--- src/rtl/lpa_pkg.sv ---
package lpa_pkg;
    localparam int N_IN          = 3;
    localparam int N_TERM        = 4;
    localparam int N_OUT         = 2;
    localparam int N_LIT         = 2 * N_IN;
    localparam int OR_BITS       = N_TERM * N_OUT;
    localparam int AND_BITS      = N_TERM * N_LIT;
    localparam int CFG_W         = 1 + OR_BITS + AND_BITS;
    localparam int TERMS_PER_OUT = N_TERM / N_OUT;

    typedef logic [N_TERM-1:0][N_LIT-1:0] and_map_t;
    typedef logic [N_OUT-1:0][N_TERM-1:0] or_map_t;

    // Packed from MSB: AND plane, then OR plane, then the mode bit at bit 0.
    typedef struct packed {
        and_map_t and_map;
        or_map_t  or_map;
        logic     pal_mode;
    } cfg_t;

    // Literal 2*i is input i, literal 2*i+1 is its complement.
    function automatic logic [N_LIT-1:0] expand_literals(logic [N_IN-1:0] x);
        logic [N_LIT-1:0] lits;
        for (int i = 0; i < N_IN; i++) begin
            lits[2*i]   = x[i];
            lits[2*i+1] = ~x[i];
        end
        return lits;
    endfunction

    // Terms an output owns when the OR plane is fixed.
    function automatic logic [N_TERM-1:0] owned_terms(int o);
        logic [N_TERM-1:0] m;
        for (int t = 0; t < N_TERM; t++)
            m[t] = ((t / TERMS_PER_OUT) == o);
        return m;
    endfunction
endpackage

--- src/rtl/lpa_cfg_chain.sv ---
module lpa_cfg_chain
    import lpa_pkg::*;
(
    input  logic clk,
    input  logic rst,
    input  logic shift_en,
    input  logic ser_in,
    input  logic commit,
    output cfg_t active_cfg
);
    logic [CFG_W-1:0] shadow_q;
    logic [CFG_W-1:0] active_q;

    always_ff @(posedge clk) begin
        if (rst) begin
            shadow_q <= '0;
            active_q <= '0;
        end else begin
            if (commit)
                active_q <= shadow_q;
            if (shift_en)
                shadow_q <= {shadow_q[CFG_W-2:0], ser_in};
        end
    end

    assign active_cfg = cfg_t'(active_q);


    rst_clears_chk: assert property (@(posedge clk)
        rst |=> (active_q == '0 && shadow_q == '0));


    hold_without_commit_chk: assert property (@(posedge clk) disable iff (rst)
        !commit |=> $stable(active_q));


    commit_takes_old_shadow_chk: assert property (@(posedge clk) disable iff (rst)
        commit |=> (active_q == $past(shadow_q)));


    shift_entry_chk: assert property (@(posedge clk) disable iff (rst)
        shift_en |=> (shadow_q[0] == $past(ser_in) &&
                      shadow_q[CFG_W-1:1] == $past(shadow_q[CFG_W-2:0])));
endmodule

--- src/rtl/lpa_and_plane.sv ---
module lpa_and_plane
    import lpa_pkg::*;
(
    input  logic              clk,
    input  logic              rst,
    input  and_map_t          and_map,
    input  logic [N_IN-1:0]   x,
    output logic [N_TERM-1:0] term
);
    logic [N_LIT-1:0] lits;

    assign lits = expand_literals(x);

    for (genvar t = 0; t < N_TERM; t++) begin : g_term
        // An unselected literal is forced to 1 so it cannot pull the term low.
        assign term[t] = &(lits | ~and_map[t]);

        for (genvar i = 0; i < N_IN; i++) begin : g_conflict

            contradiction_zero_chk: assert property (@(posedge clk) disable iff (rst)
                (and_map[t][2*i] && and_map[t][2*i+1]) |-> !term[t]);
        end


        empty_term_one_chk: assert property (@(posedge clk) disable iff (rst)
            (and_map[t] == '0) |-> term[t]);
    end
endmodule

--- src/rtl/lpa_or_plane.sv ---
module lpa_or_plane
    import lpa_pkg::*;
(
    input  logic              clk,
    input  logic              rst,
    input  or_map_t           or_map,
    input  logic              pal_mode,
    input  logic [N_TERM-1:0] term,
    output logic [N_OUT-1:0]  f
);
    or_map_t link;

    always_comb begin
        for (int o = 0; o < N_OUT; o++)
            link[o] = pal_mode ? owned_terms(o) : or_map[o];
    end

    for (genvar o = 0; o < N_OUT; o++) begin : g_out
        assign f[o] = |(term & link[o]);


        fixed_or_owner_chk: assert property (@(posedge clk) disable iff (rst)
            (pal_mode && (term & owned_terms(o)) == '0) |-> !f[o]);


        unlinked_output_zero_chk: assert property (@(posedge clk) disable iff (rst)
            (!pal_mode && or_map[o] == '0) |-> !f[o]);
    end
endmodule

--- src/rtl/lpa_array.sv ---
module lpa_array
    import lpa_pkg::*;
(
    input  logic             clk,
    input  logic             rst,
    input  logic             cfg_shift,
    input  logic             cfg_din,
    input  logic             cfg_commit,
    input  logic [N_IN-1:0]  x_in,
    output logic [N_OUT-1:0] f_out
);
    cfg_t              cfg;
    logic [N_TERM-1:0] term;

    lpa_cfg_chain u_chain (
        .clk        (clk),
        .rst        (rst),
        .shift_en   (cfg_shift),
        .ser_in     (cfg_din),
        .commit     (cfg_commit),
        .active_cfg (cfg)
    );

    lpa_and_plane u_and (
        .clk     (clk),
        .rst     (rst),
        .and_map (cfg.and_map),
        .x       (x_in),
        .term    (term)
    );

    lpa_or_plane u_or (
        .clk      (clk),
        .rst      (rst),
        .or_map   (cfg.or_map),
        .pal_mode (cfg.pal_mode),
        .term     (term),
        .f        (f_out)
    );


    reset_output_zero_chk: assert property (@(posedge clk)
        rst |=> (f_out == '0));
endmodule

--- config.mk ---
export PLATFORM = sky130hd
export DESIGN_NAME = lpa_array
export DESIGN_NICKNAME = d
export VERILOG_FILES = /design/src/rtl/lpa_pkg.sv /design/src/rtl/lpa_cfg_chain.sv /design/src/rtl/lpa_and_plane.sv /design/src/rtl/lpa_or_plane.sv /design/src/rtl/lpa_array.sv
export SDC_FILE = /design/constraint.sdc
export NUM_CORES = 1
export LEC_CHECK = 0
export BUFFER_PORTS_ARGS = -buffer_cell sky130_fd_sc_hd__buf_2
export CELL_PAD_IN_SITES_DETAIL_PLACEMENT = 0
export CELL_PAD_IN_SITES_GLOBAL_PLACEMENT = 1
export CORE_MARGIN = 2
export CORE_UTILIZATION = 42
export CTS_CLUSTER_DIAMETER = 200
export DETAILED_ROUTE_END_ITERATION = 8
export PLACE_DENSITY = 0.75
export SYNTH_ARGS = -nofsm -noshare
export SYNTH_HDL_FRONTEND = slang
export SYNTH_SLANG_ARGS = --single-unit
--- constraint.sdc ---
create_clock -name clk -period 1.1 [get_ports clk]
set_input_delay 0.11 -clock clk [delete_from_list [all_inputs] [get_ports clk]]
set_output_delay 0.11 -clock clk [all_outputs]
set_load 0.02 [all_outputs]
==> summary.md, run 1 <==
| Metric | Value |
|---|---|
| Most common cell in the netlist | `mux2i_1` |
| Fmax | `658 MHz` |
| Starting density of the core | `0.435` |
| Tmin final | `1.52 ns` |
| Worst slack after detailed placement | `-0.249 ns` |
| Detailed-placement wirelength estimate | `2800 um` |
| Overall die height | `82.5 um` |
| Die area | `slightly below 7000 um2` |
| Outcome | `finished with violations` |
| Final clock skew | `between 0.006 and 0.007 ns` |
| Worst setup EP type | `output pin` |
| Wirelength, routed | `~4500 um` |
| Area of the placeable core | `5960 um2` |
| Total I/O pin count | `10` |
| Post-synth top area cell | `dfxtp_1` |
| First-pass GRT wire length | `7570 um` |
| Final count of negative-setup-slack endpoints | `2` |
| Number of max-slew violations in the final report | `0` |
| DIE WIDTH | `82.5 um` |
| Overflow after GRT | `0` |
| Leading cell types by total area after synthesis | `dfxtp_1, mux2i_1, nor2_1` |
| Count of flip-flops with a built-in enable after synthesis | `0` |
| Area growth syn-to-layout | `17.1%` |
| Drt pass-1 iters | `4` |
| Netlist Area Pre-Place | `2590 um2` |
| Path type of the worst min-delay path | `primary input to flip-flop` |
| Share of flip-flops with an asynchronous set or reset after synthesis | `0` |
| Maximum net fanout on the critical path | `3` |
| Share of final-layout standard cells stronger than drive strength 1 | `0.221` |
| Antenna violations before repair | `0` |
| Start point of the worst hold path | `cfg_din` |
| Clock transition at the register clock pins on the worst setup and hold paths after CTS | `0.06 ns` |
| Overall routing resource usage | `0.152` |
| TritonCTS clock tree | `yes` |
| Fraction of post-synthesis cell area in the top cell type by area | `0.510` |
| NumNets Final | `275` |
| Fin. Hold Viols | `0` |
| Worst VDD drop | `0.713 mV` |
| Setup ws final | `-0.419 ns` |
| Transition time of the tightest slew-check pin | `0.276 ns` |
| Synthesized instance count | `253` |
| Leakage | `around 1.4 nW` |
| Number of buffers inserted during clock tree synthesis | `9` |
| Violated checks | `negative setup slack` |
| FF+latch count, synth | `66` |
| Number of buffers inserted by port buffering | `9` |
| CP arrival | `between 1 and 1.5 ns` |
| Via count of the first global-routing pass | `1589` |
| Sequential-to-total area share from yosys stat | `0.510` |
| DR WL/cell | `13.1 um` |
| Ant. Diodes | `0` |
| Post-route fraction of the period consumed by the critical path | `1.38` |
| Row count | `28` |
| Max-Cap Viols | `0` |
| Headroom to the max-slew limit | `0.816` |
| Origin of the critical flop-to-flop path | `u_chain.active_cfg[14]` |
| Number of sinks handled by clock tree synthesis | `66` |
| Yosys warning total | `0` |
| DRT iter0 DRCs | `82` |
| Weighted congestion at the end of routability-driven global placement | `roughly 0.76` |
| Post-route setup TNS | `-0.836 ns` |
| Max Buffers Root-to-Sink | `2` |
| Synthesized net count | `261` |
| Critical path data required time | `roughly 0.99 ns` |
| Worst setup startpoint | `u_chain.active_cfg[30]` |
| Startpoint-to-endpoint class of the critical path | `flip-flop to output pin` |
| Power Dens Cells | `1540 nW/um2` |
| Worst skew pair latency | `0.33 ns` |
| Post-synthesis area per instance | `between 10 and 15 um2` |
| Drt via density | `a little under 5` |
| Antenna-violating nets left | `0` |
| Top post-synthesis cells by count | `mux2i_1, dfxtp_1, nor2_1` |
| Critical Path Source Type | `flip-flop` |
| Setup repair bufs after CTS | `0` |
| Number of library cell types mapped by synthesis | `13` |
| H-tree Lvls | `3` |
| Vias | `1695` |
| Residual DRC count | `0` |
| Pin count of the biggest net entering global routing | `67` |
| Root Buffer | `clkbuf_8` |
| Setup repair after global routing missed its margin | `true` |
| Commonest register cell after synthesis | `dfxtp_1` |
## kinds of logic after synthesis
| kind of cell | after synthesis | synth area share |
|---|---|---|
| AOI/OAI and AO/OA | 8 | 0.0213 |
| buffers and inverters | 19 | 0.0464 |
| DFF | 66 | 0.510 |
| muxes | 78 | 0.301 |
| and+or+nand+nor | 82 | 0.121 |
## final timing paths
path	to	slack, ns	cells after the start
hold / removal	u_chain.shadow_q[0]	0.03	3
hold reg to reg	u_chain.active_cfg[29]	0.49	2
setup reg to reg	u_chain.active_cfg[14]	0.36	3
setup / recovery	f_out[1]	-0.42	5
## metrics by stage
step                      cells  hold slack, ns  utilization  instance area, um2  power (mW)
after global placement      331           0.357        0.460                2740        2.69
final                       347          0.0313        0.509                3030        4.67
after floorplan             253           0.257            -                2590        2.65
after CTS                   347         0.00947        0.503                3000        4.72
after global routing        347          0.0235        0.509                3030        4.82
after detailed placement    331           0.362        0.460                2740        2.69
## critical path: stages (launching register included)
cell	delay, ns
dfxtp_1	0.33
mux2i_1	0.08
nand2_1	0.15
o22ai_2	0.09
a211o_1	0.30
buf_6	0.14
## cell type report
type	instances	area, um2
Sequential cell	66	1340
Clock buffer	14	163
Tap cell	75	93.8
Clock inverter	2	35.0
Fill cell	570	2920
Inverter	1	3.75
Multi-Input combinational cell	168	1210
Timing Repair Buffer	21	185
## power by group
group / total (mW) / leakage [nW] / internal, mW / switching [mW]
combinational: 0.250 / 0.726 / 0.109 / 0.141
sequential: 2.40 / 0.540 / 2.40 / 0.00570
clock: 2.02 / 0.101 / 1.17 / 0.848
## metal layers
layer  global-route usage  up-vias  part of all wire
met3               0.0424       10             0.027
met5                    0        -                 0
met1                0.199      790              0.53
met4               0.0934        0             0.025
met2                0.222       19              0.42
li1                     -      876                 -
## layout by cell type (no fill, tap or decap), types with 7 or more instances in the layout
cell type and instances:
buf_2 7, buf_4 9, clkbuf_8 11, dfxtp_1 50, dfxtp_2 16, mux2i_1 73
nand2_1 14, nor2_1 66
## flip-flops by register name, indices dropped and copies added (netlist names)
signal and count:
u_chain.active_cfg 33, u_chain.shadow_q 33
## what timing repair did
item / CTS / global route
pin swaps: 6 / 8
gates resized for setup: 22 / 9
cloned: 0 / 0
setup endpoints to repair: 2 / 2
hold buffers: 0 / 0
(Power assumes the default switching activity.)
==> inputs of run 2 (changes only) <==
--- a/config.mk
+++ b/config.mk
@@ -12,7 +12,7 @@
 export CORE_UTILIZATION = 42
 export CTS_CLUSTER_DIAMETER = 200
 export DETAILED_ROUTE_END_ITERATION = 8
-export PLACE_DENSITY = 0.75
+export PLACE_DENSITY_LB_ADDON = 0.1
 export SYNTH_ARGS = -nofsm -noshare
 export SYNTH_HDL_FRONTEND = slang
 export SYNTH_SLANG_ARGS = --single-unit
==> summary.md, run 2 (synthesis gave the netlist of run 1 again) <==
| Metric | Value |
|---|---|
| Outcome | `finished with violations` |
| Violated checks | `negative setup slack` |
| Footprint of the multi-input gates | `1210 um2 (-0.31%)` |
| Maximum net fanout on the critical path | `3 (unchanged)` |
| Final clock skew | `0.00582 ns (-0.000816 ns)` |
| Cell count of the worst reg-to-reg path | `4 (+1)` |
| Origin of the critical flop-to-flop path | `u_chain.active_cfg[20]` |
| Number of max-slew violations in the final report | `0 (unchanged)` |
| TritonCTS clock tree | `yes` |
| Row count | `28 (unchanged)` |
| DIE WIDTH | `82.5 um (unchanged)` |
| Ant. Diodes | `0 (unchanged)` |
| Post-route setup TNS | `-0.822 ns (+0.0141 ns)` |
| Detailed-placement wirelength estimate | `3000 um (+7.1%)` |
| Overflow after GRT | `0 (unchanged)` |
| Pin count of the biggest net entering global routing | `67 (unchanged)` |
| Drt pass-1 iters | `4 (unchanged)` |
| Power Dens Cells | `1510 nW/um2 (-1.6%)` |
| Path type of the worst min-delay path | `primary input to flip-flop` |
| Share of final-layout standard cells stronger than drive strength 1 | `0.236 (+0.0149)` |
| Clock transition at the register clock pins on the worst setup and hold paths after CTS | `0.07 ns (about the same)` |
| Critical path data required time | `0.99 ns (about the same)` |
| Antenna-violating nets left | `0 (unchanged)` |
| Start point of the worst hold path | `cfg_commit` |
| Post-route fraction of the period consumed by the critical path | `1.39 (+0.00428)` |
| Sequential cell area | `1340 um2 (+0.19%)` |
| Residual DRC count | `0 (unchanged)` |
| Overall routing resource usage | `0.155 (+0.00271)` |
| Number of buffers inserted by port buffering | `9 (unchanged)` |
| Overall die height | `82.5 um (unchanged)` |
| Worst VDD drop | `1.16 mV (+63%)` |
| Wirelength, routed | `4630 um (+1.9%)` |
| Weighted congestion at the end of routability-driven global placement | `0.750 (-0.96%)` |
| Fmax | `656 MHz (-0.31%)` |
| Layout filler cell count | `556 (-2.5%)` |
| Post-Place Cell Area | `2770 um2 (+1.0%)` |
| Vias | `1706 (+0.65%)` |
| Hold EP | `u_chain.active_cfg[5]` |
| Number of sinks handled by clock tree synthesis | `66 (unchanged)` |
| Max-Cap Viols | `0 (unchanged)` |
| Cells along the critical path | `mux2i_1 -> nand2_1 -> o22ai_1 -> a211o_1 -> buf_6` |
| Layout Cell Area excl Fill | `3080 um2 (+1.4%)` |
| Via count of the first global-routing pass | `1607 (+1.1%)` |
| Root Buffer | `clkbuf_8` |
| Worst hold path depth | `4 (+1)` |
| Drt via density | `4.86 (-0.50%)` |
| CP arrival | `1.41 ns (about the same)` |
| Number of buffers inserted during clock tree synthesis | `9 (unchanged)` |
| Setup ws final | `-0.424 ns (-0.00471 ns)` |
| Max Buffers Root-to-Sink | `2 (unchanged)` |
| Area growth syn-to-layout | `18.8%` |
| Startpoint-to-endpoint class of the critical path | `flip-flop to output pin` |
| Cell with the largest stage delay on the worst path | `dfxtp_2` |
| R2R Path End | `u_chain.active_cfg[20]` |
| Critical Path Max Stage Delay | `0.33 ns (about the same)` |
| Headroom to the max-slew limit | `0.808 (-0.00802)` |
| DRT iter0 DRCs | `62 (-24%)` |
| Commonest non-fill, non-tap cell in the layout | `mux2i_1` |
| Tmin final | `1.52 ns (+0.00471 ns)` |
| Area of the placeable core | `5960 um2 (unchanged)` |
| Fin. Hold Viols | `0 (unchanged)` |
| Total I/O pin count | `10 (unchanged)` |
| Worst skew pair latency | `0.33 ns (about the same)` |
| Final count of negative-setup-slack endpoints | `2 (unchanged)` |
| H-tree Lvls | `3 (unchanged)` |
| NumNets Final | `279 (+1.5%)` |
| First-pass GRT wire length | `7710 um (+1.8%)` |
| Antenna violations before repair | `0 (unchanged)` |
| Setup repair after global routing missed its margin | `true` |
| Critical Path Source Type | `flip-flop` |
| Worst setup EP type | `output pin` |
| Commonest cells after routing, fill and taps aside | `mux2i_1, nor2_1, dfxtp_1, dfxtp_2, nand2_1` |
| Starting density of the core | `0.435 (unchanged)` |
| Transition time of the tightest slew-check pin | `0.288 ns (+0.0120 ns)` |
| DR WL/cell | `13.2 um (+0.73%)` |
| Leakage | `1.39 nW (+1.7%)` |
| Die area | `6810 um2 (unchanged)` |
| Reg2reg setup slack | `0.26 ns (-0.10 ns)` |
==> run 2: report_power, final <==
| group | internal [mW] | total [mW] | switching (mW) |
|---|---|---|---|
| clock | 1.17 | 2.00 | 0.829 |
| combinational | 0.119 | 0.260 | 0.140 |
| sequential | 2.40 | 2.40 | 0.00599 |
==> run 2: per-stage QoR <==
stage	hold WS [ns]	setup slack, ns	total power [mW]	std cells	util
3_5_place_dp	0.359	-0.206	2.70	333	0.465
4_1_cts	0.215	-0.443	4.73	350	0.511
3_3_place_gp	0.349	-0.221	2.70	333	0.465
5_1_grt	0.223	-0.480	4.85	351	0.517
2_1_floorplan	0.257	0.0700	2.65	253	-
6_report	0.225	-0.424	4.66	351	0.517
==> run 2: layout make-up <==
type / instances / share of cell area
sequential: 66 / 0.437
multi-input combinational: 168 / 0.393
timing repair buffer: 25 / 0.0748
clock buffer: 14 / 0.0528
tap: 75 / 0.0305
clock inverter: 2 / 0.0114
inverter: 1 / 0.00122
==> run 2: how the worst max path moves through the flow <==
stage | endpoint | slack, ns | depth (start not counted) | startpoint
floorplan | f_out[0] | 0.07 | 4 | u_chain.active_cfg[26]
global placement | f_out[0] | -0.22 | 6 | x_in[2]
detailed placement | f_out[0] | -0.21 | 6 | x_in[2]
CTS | f_out[1] | -0.44 | 5 | u_chain.active_cfg[20]
global route | f_out[1] | -0.48 | 5 | u_chain.active_cfg[20]
finish | f_out[1] | -0.42 | 5 | u_chain.active_cfg[20]
==> run 2: metal layers <==
| layer | track usage | share of wire | vias to the layer above |
|---|---|---|---|
| li1 | - | - | 885 |
| met3 | 0.0587 | 0.032 | 9 |
| met2 | 0.237 | 0.43 | 21 |
| met5 | 0 | 0 | - |
| met4 | 0.0738 | 0.019 | 0 |
| met1 | 0.192 | 0.52 | 791 |
==> run 2: critical path, delay by kind of cell (launching register included) <==
family / cells / cell delay [ns]
DFF: 1 / 0.33
and+or+nand+nor: 1 / 0.14
buffers and inverters: 1 / 0.14
AOI/OAI and AO/OA: 2 / 0.41
muxes: 1 / 0.07
==> run 2: repair_timing <==
item | in CTS | in global routing
endpoints found under the hold margin | 1 | 0
setup endpoints to repair | 2 | 2
hold buffers | 1 | 0
resized for setup | 24 | 9
cloned | 0 | 0
pin swaps | 8 | 5
setup buffers | 0 | 1
